==> config.mk <==
export PLATFORM = sky130hd
export DESIGN_NAME = spec_recover_unit
export DESIGN_NICKNAME = d
export VERILOG_FILES = /design/src/rtl/spec_recover_pkg.sv /design/src/rtl/sr_target_calc.sv /design/src/rtl/sr_trap_sel.sv /design/src/rtl/spec_recover_unit.sv
export SDC_FILE = /design/constraint.sdc
export NUM_CORES = 1
export LEC_CHECK = 0
export BUFFER_PORTS_ARGS = -buffer_cell sky130_fd_sc_hd__buf_2
export CORE_UTILIZATION = 50
export CTS_CLUSTER_DIAMETER = 60
export DETAILED_ROUTE_END_ITERATION = 10
export PLACE_DENSITY = 0.72
export SLEW_MARGIN = 20
export SYNTH_ARGS = -nofsm -noshare
export SYNTH_HDL_FRONTEND = slang
export SYNTH_SLANG_ARGS = --single-unit
==> constraint.sdc <==
create_clock -name clk -period 10.9 [get_ports clk]
set_input_delay 0.545 -clock clk [delete_from_list [all_inputs] [get_ports clk]]
set_output_delay 0.545 -clock clk [all_outputs]
set_load 0.005 [all_outputs]
==> src/rtl/spec_recover_pkg.sv <==
package spec_recover_pkg;
   typedef enum logic [1:0] {
      ACT_RET     = 2'd0,
      ACT_TBRANCH = 2'd1,
      ACT_SSTEP   = 2'd2
   } act_e;

   typedef enum logic [1:0] {
      ST_IDLE = 2'd0,
      ST_CALC = 2'd1,
      ST_DONE = 2'd2
   } st_e;

   localparam logic [15:0] VEC_NONE  = 16'h0000;
   localparam logic [15:0] VEC_FAULT = 16'h5700;
   localparam logic [15:0] VEC_TB    = 16'h5F00;
   localparam logic [15:0] VEC_SS    = 16'h6000;
   localparam int          KIND_MAX  = 4;
endpackage

==> src/rtl/sr_target_calc.sv <==
module sr_target_calc #(
   parameter int ADDR_W = 64,
   parameter int IMM_W  = 21,
   parameter int SHIFT  = 4
) (
   input  logic [ADDR_W-1:0] base,
   input  logic [IMM_W-1:0]  imm,
   output logic [ADDR_W-1:0] target
);
   localparam int EXT_W = ADDR_W - IMM_W - SHIFT;

   logic [ADDR_W-1:0] offset;

   if (EXT_W < 0) begin : g_bad_width
      $error("sr_target_calc: ADDR_W too small for IMM_W + SHIFT");
   end
   if (SHIFT < 1) begin : g_bad_shift
      $error("sr_target_calc: SHIFT must be at least 1");
   end

   generate
      if (EXT_W == 0) begin : g_noext
         assign offset = {imm, {SHIFT{1'b0}}};
      end else begin : g_ext
         assign offset = {{EXT_W{imm[IMM_W-1]}}, imm, {SHIFT{1'b0}}};
      end
   endgenerate

   // modulo 2^ADDR_W add
   assign target = base + offset;
endmodule

==> src/rtl/sr_trap_sel.sv <==
module sr_trap_sel
   import spec_recover_pkg::*;
#(
   parameter int KIND_W = 4,
   parameter int SYN_W  = 64,
   parameter int VEC_W  = 16,
   parameter int EI_LSB = 41,
   parameter int NI_BIT = 39,
   parameter int TB_BIT = 2,
   parameter int SS_BIT = 3
) (
   input  logic [KIND_W-1:0] kind,
   input  logic              tb,
   input  logic              ss,
   input  logic [1:0]        slot,
   input  logic              ni,
   output logic              bad_kind,
   output act_e              act,
   output logic [VEC_W-1:0]  vec,
   output logic [SYN_W-1:0]  syn
);
   if (SYN_W < EI_LSB + 2) begin : g_bad_syn
      $error("sr_trap_sel: SYN_W too small for slot field");
   end
   if (VEC_W < 15) begin : g_bad_vec
      $error("sr_trap_sel: VEC_W too small for vector offsets");
   end
   if (KIND_W < 3) begin : g_bad_kind
      $error("sr_trap_sel: KIND_W too small for kinds 0..4");
   end

   assign bad_kind = (int'(kind) > KIND_MAX);

   always_comb begin
      syn                = '0;
      syn[EI_LSB +: 2]   = slot;
      syn[NI_BIT]        = ni;
      if (bad_kind) begin
         act               = ACT_RET;
         vec               = VEC_W'(VEC_FAULT);
         syn[KIND_W-1:0]   = kind;
      end else if (tb) begin
         act               = ACT_TBRANCH;
         vec               = VEC_W'(VEC_TB);
         syn[TB_BIT]       = 1'b1;
         syn[SS_BIT]       = ss;
      end else if (ss) begin
         act               = ACT_SSTEP;
         vec               = VEC_W'(VEC_SS);
         syn[SS_BIT]       = 1'b1;
      end else begin
         act               = ACT_RET;
         vec               = VEC_W'(VEC_NONE);
         syn[KIND_W-1:0]   = kind;
      end
   end
endmodule

==> src/rtl/spec_recover_unit.sv <==
module spec_recover_unit
   import spec_recover_pkg::*;
#(
   parameter int ADDR_W = 64,
   parameter int IMM_W  = 21,
   parameter int SHIFT  = 4,
   parameter int KIND_W = 4,
   parameter int VEC_W  = 16
) (
   input  logic              clk,
   input  logic              rst_n,
   input  logic              start,
   input  logic [KIND_W-1:0] chk_kind,
   input  logic [IMM_W-1:0]  imm,
   input  logic [ADDR_W-1:0] iip_in,
   input  logic [1:0]        slot_in,
   input  logic              ni_in,
   input  logic              tb_en,
   input  logic              ss_en,
   output logic              busy,
   output logic              done,
   output logic              err,
   output logic [1:0]        action,
   output logic [VEC_W-1:0]  vec_off,
   output logic [ADDR_W-1:0] new_ip,
   output logic [ADDR_W-1:0] prev_ip,
   output logic [1:0]        slot_out,
   output logic [ADDR_W-1:0] syndrome
);
   st_e               st_q;
   logic [KIND_W-1:0] kind_q;
   logic [IMM_W-1:0]  imm_q;
   logic [ADDR_W-1:0] iip_q;
   logic [1:0]        slot_q;
   logic              ni_q, tb_q, ss_q;

   logic [ADDR_W-1:0] tgt;
   logic              bad_kind;
   act_e              act_c;
   logic [VEC_W-1:0]  vec_c;
   logic [ADDR_W-1:0] syn_c;

   sr_target_calc #(.ADDR_W(ADDR_W), .IMM_W(IMM_W), .SHIFT(SHIFT)) u_tgt (
      .base   (iip_q),
      .imm    (imm_q),
      .target (tgt)
   );

   sr_trap_sel #(.KIND_W(KIND_W), .SYN_W(ADDR_W), .VEC_W(VEC_W)) u_sel (
      .kind     (kind_q),
      .tb       (tb_q),
      .ss       (ss_q),
      .slot     (slot_q),
      .ni       (ni_q),
      .bad_kind (bad_kind),
      .act      (act_c),
      .vec      (vec_c),
      .syn      (syn_c)
   );

   always_ff @(posedge clk or negedge rst_n) begin
      if (!rst_n) begin
         st_q   <= ST_IDLE;
         kind_q <= '0;
         imm_q  <= '0;
         iip_q  <= '0;
         slot_q <= '0;
         ni_q   <= 1'b0;
         tb_q   <= 1'b0;
         ss_q   <= 1'b0;
      end else begin
         unique case (st_q)
            ST_IDLE: if (start) begin
               st_q   <= ST_CALC;
               kind_q <= chk_kind;
               imm_q  <= imm;
               iip_q  <= iip_in;
               slot_q <= slot_in;
               ni_q   <= ni_in;
               tb_q   <= tb_en;
               ss_q   <= ss_en;
            end
            ST_CALC: st_q <= ST_DONE;
            default: st_q <= ST_IDLE;
         endcase
      end
   end

   always_ff @(posedge clk or negedge rst_n) begin
      if (!rst_n) begin
         err      <= 1'b0;
         action   <= '0;
         vec_off  <= '0;
         new_ip   <= '0;
         prev_ip  <= '0;
         slot_out <= '0;
         syndrome <= '0;
      end else if (st_q == ST_CALC) begin
         err      <= bad_kind;
         action   <= act_c;
         vec_off  <= vec_c;
         prev_ip  <= iip_q;
         new_ip   <= bad_kind ? iip_q  : tgt;
         slot_out <= bad_kind ? slot_q : 2'b00;
         syndrome <= syn_c;
      end
   end

   assign busy = (st_q != ST_IDLE);
   assign done = (st_q == ST_DONE);
endmodule

; ---- Yosys cells after proc, flatten, opt, wreduce, memory -nomap -nowiden
; Cells that the tools add are included.
[totals]
latch_bits = 0
input_bits = 97
rom_bits = 0
wordCells = 38
memories = 0
regBits = 252
mem_bits_rw = 0
out_inout_bits = 215
[op_classes]
mul = 0
n_addsub = 1
n_reduce_logical = 3
div = 0
shift = 0
n_eq_ne = 3
mux = 15
order_cmp = 1
n_bitwise = 0
[op_table]
columns = op, n
row1 = $add A64 B64 Y64, 1
row2 = $mux W64, 1
row3 = $mux W16, 2
row4 = $mux W15, 1
row5 = $mux W2, 7
row6 = $gt A4 B3 Y1 const B, 1
row7 = $mux W4, 1
row8 = $pmux W2 S2, 1
row9 = $mux W3, 1
row10 = $eq A2 B1 Y1 const B, 1
row11 = $eq A2 B2 Y1 const B, 1
row12 = $logic_not A2 Y1, 1
row13 = $ne A2 B2 Y1 const B, 1
row14 = $reduce_and A2 Y1, 1
row15 = $reduce_bool A2 Y1, 1
row16 = $mux W1, 1

; ---- Logic depth before layout (Yosys ltp)
[depth]
ltp_word = 3
depth_mapped = 14
ltp_nobuf = 14

; ---- By module
; From an unflattened synthesis, not the netlist that was laid out.
[unflattened]
hier_cells = 1321
area_unflattened_um2 = 16449.5
[by_module_without_submodules]
columns = mod, instances, seq_area_each_um2, cells_per_inst, area_each_um2
row1 = spec_recover_unit, 1, 7732.4, 729, 12238.0
row2 = sr_target_calc, 1, 0.0, 502, 3530.9
row3 = sr_trap_sel, 1, 0.0, 90, 680.7

; ---- Worst setup path before layout
; Ideal clock, no wire load.
[synth_timing]
path_kind = register to register
from = register imm_q[20]
to = register new_ip[63]
setup_slack_ns = 7.169
n_path_buf = 1
setup_ns = 0.130
stages_incl_launch_ff = 14
synth_period_minus_slack_ns = 3.731
t_arrival_ns = 3.601
required_ns = 10.770
path_cell_list = dfrtp_1 -> ha_1 -> buf_2 -> a21oi_1 -> o21ai_1 -> a211oi_1 -> o211ai_1 -> o31ai_4 -> a21oi_2 -> a2111oi_4 -> nor4b_1 -> o31a_1 -> xnor2_1 -> o21ai_1
[synth_via]
elab_chain_cells = 2
[synth_lines]
columns = element, line
row1 = from (decl), spec_recover_unit.sv:32  ; logic [IMM_W-1:0] imm_q;
row2 = from (signal assigned), spec_recover_unit.sv:76  ; imm_q <= imm;
row3 = $add A64 B64 Y64, sr_target_calc.sv:30  ; assign target = base + offset;
row4 = $mux W64, spec_recover_unit.sv:103  ; new_ip <= bad_kind ? iip_q : tgt;
row5 = to (signal assigned), spec_recover_unit.sv:103
row6 = to (decl), spec_recover_unit.sv:25  ; output logic [ADDR_W-1:0] new_ip,
; No other way between the ends.
; A chain may end at the register's enable or synchronous reset.

; ---- Worst setup path after layout
; Ends and elaborated chain as after synthesis.

==> metrics.cfg <==
[floorplan]
chipWidth_um=164
ios=312
dieHeight_um=164
core_um2=26000
design.die.area_um2=27000
rows=59
initial_core_util=0.508

[clock_network]
clock_latency_ps=530
htreeDepth=1
cts_buffers=27
clk_path_buf_depth=3
root_buffer=clkbuf_16
cts_hold_buffers=0
cts_sinks=234
ctsResizeCount=0
cts_tree=yes
cts.clk_slew.worst_paths_ps=60
post_cts_buffers=0

[placed_design]
pre_cts_slack_ps=7260
hpwl_mm=22.4
port_buffers=245
gp_congestion=0.899
placed_area_um2=14300

[yosys]
synth_cells=1418
synth_enable_flop_cells=0
yosysUniqueCellTypes=74
syn_area_um2=13200
synth_top_area_cell=dfrtp_1
yosysSeqAreaShare=0.444
synth_top_cells_by_area=dfrtp_1, nand2_1, mux2_2
netlist.area_leader.share=0.444
ys_seq_elements=234
yosys_warnings=0
ys.flop_type=dfrtp_1
yosysMostFrequentCell=nand2_1
syn_avg_cell_area_um2=9.30
yosys-top-cells-count=nand2_1, dfrtp_1, a21oi_1, mux2_2, nor2_1
async_flop_share=1.00

[detailed_routing]
ant_nets=0
drc=0
routed_wirelength_mm=32.4
vias=10500
dr.pass1.iters=5
wl_per_cell_um=16.4
drt_iter0_drc=847
vias_per_cell=5.33

[worst_setup_path]
start_kind=register
rrSetupSlack_ps=7230
path_class=reg -> reg
cp_data_arrival_time_ps=4050
required_ps=11270
setup.worst_path.end_class=register
cp_max_fo=44

[power_and_ir_drop]
power.leakage_uw=0.00741
p_int_uw=2560
switching_share=0.404
max-vdd-ir-drop_mv=0.145
switchingPower_uw=1730
power_frac_comb=0.467
powerDensity_nw_per_um2=283
pwr-share-seq=0.328
clock_power_share=0.205

[grt]
grt_pass1_vias=9923
overflow=0
grt_util_met1=0.323
grt_pass1_wl_mm=51.4
top_usage_layer=met2
grt_usage=0.237
grt_use_met3=0.0495
antenna_found_initial=2
met2_usage=0.384
grt_max_degree=98

[run]
cap_violations=0

[sta]
finalSetupViolCount=0
hold_viol=0
slew_viol_final=0
rsz0062_at_grt=no
period_share=0.337
max_freq_mhz=272
worst_pin_slew_ps=1030
fin_ws_ps=7230
clock_skew_ps=13.7
min_period_ps=3670
slew_headroom=0.313
tns_ps=0

[finish]
syn_to_final_growth_pct=15.1
n_antenna_cell=0
layout.nets=1772
fin_area_um2=15200
final_layout_size_suffix_gt1_frac=0.261

[min_path]
holdCritPathClass=in -> async

[status]
outcome=complete, no violations

[power by group through the flow]
stage	combinational, uW	clock, uW	sequential (uW)
after floorplan	1400	0	1400
after global placement	1960	0	1400
after detailed placement	1990	0	1420
after CTS	2000	898	1410
after global routing	2240	936	1450
final	2010	879	1410
[placed cells by master (no fill, tap or decap), types with 4 or more instances in the layout]
cell type,n
o211ai_1,7
xor2_1,22
clkbuf_8,7
o31ai_1,4
clkbuf_16,27
dfrtp_1,234
and3_1,5
conb_1,66
nand3_1,12
inv_1,15
and4_1,5
nor3_1,11
nor2_1,86
a31oi_1,16
ha_1,59
nand2b_1,5
o21ai_1,9
nand2_1,324
o221ai_1,4
clkinv_2,7
o21ai_0,72
buf_4,7
a21o_1,24
or3_1,5
a21oi_1,109
o21a_1,9
o21bai_1,9
nand4_1,12
nor2b_1,15
a21oi_2,9
buf_2,244
mux2_2,92
xnor2_1,31
[critical path, stage by stage (launching register included)]
cell       delay, ps
dfrtp_1          320
buf_4            440
ha_1             400
a21oi_1          260
o21ai_0          150
a22oi_1          220
o211ai_1         200
o31ai_4          350
a21oi_2          110
a2111oi_4        410
nor4b_1          100
o31a_1           310
xnor2_1          140
o21ai_1           70
[metal layers]
layer	wire length [um]	up-vias
met1	14600	4971
met5	27	-
met3	2210	58
met4	726	4
li1	-	5129
met2	14800	335
[cells by family (layout without fill, tap and decap cells)]
| family | Yosys count | count (layout) | synth area share |
|---|---|---|---|
| simple gates | 500 | 500 | 0.162 |
| compound gates | 310 | 310 | 0.150 |
| flops | 234 | 234 | 0.444 |
| buf+inv | 165 | 317 | 0.0703 |
| mux | 95 | 95 | 0.0808 |
| fa+ha+maj | 60 | 60 | 0.0575 |
| xor+xnor | 53 | 53 | 0.0352 |
| other cells | 1 | 66 | 0.000284 |
[metrics by stage]
stage                     hold slack (ps)  utilization  cells  power, uW
after floorplan                       249            -   1483       2800
after global placement                443        0.550   1921       3370
after detailed placement              453        0.550   1921       3400
after CTS                            72.7        0.584   1970       4310
after global routing                 93.7        0.584   1970       4630
final                                31.3        0.584   1970       4290
[sequential cells by signal, indices dropped and copies added (netlist names)]
name and flops:
iip_q 64, new_ip 64, prev_ip 60, imm_q 21, syndrome 7, kind_q 4, vec_off 3, slot_out 2
slot_q 2, st_q 2, action 1, err 1, ni_q 1, ss_q 1, tb_q 1
[layout make-up]
type                       count  area, um2
fill                        2288      10800
multi-input combinational   1084       6680
sequential                   234       5860
timing repair buffer         252       1290
clock buffer                  37        783
tap                          335        419
clock inverter                12       95.1
inverter                      16       61.3
[worst paths after layout]
kind                       cells after the start          end        start
setup / recovery                              13   new_ip[63]    imm_q[20]
hold / removal                                 1    iip_q[48]        rst_n
setup reg to reg                              13   new_ip[63]    imm_q[20]
hold reg to reg                                2  prev_ip[35]  prev_ip[35]
max in group asynchronous                      2    iip_q[13]        rst_n
min in group clk                               3     imm_q[1]       imm[1]
No activity file was read; power rests on OpenSTA's default activity.
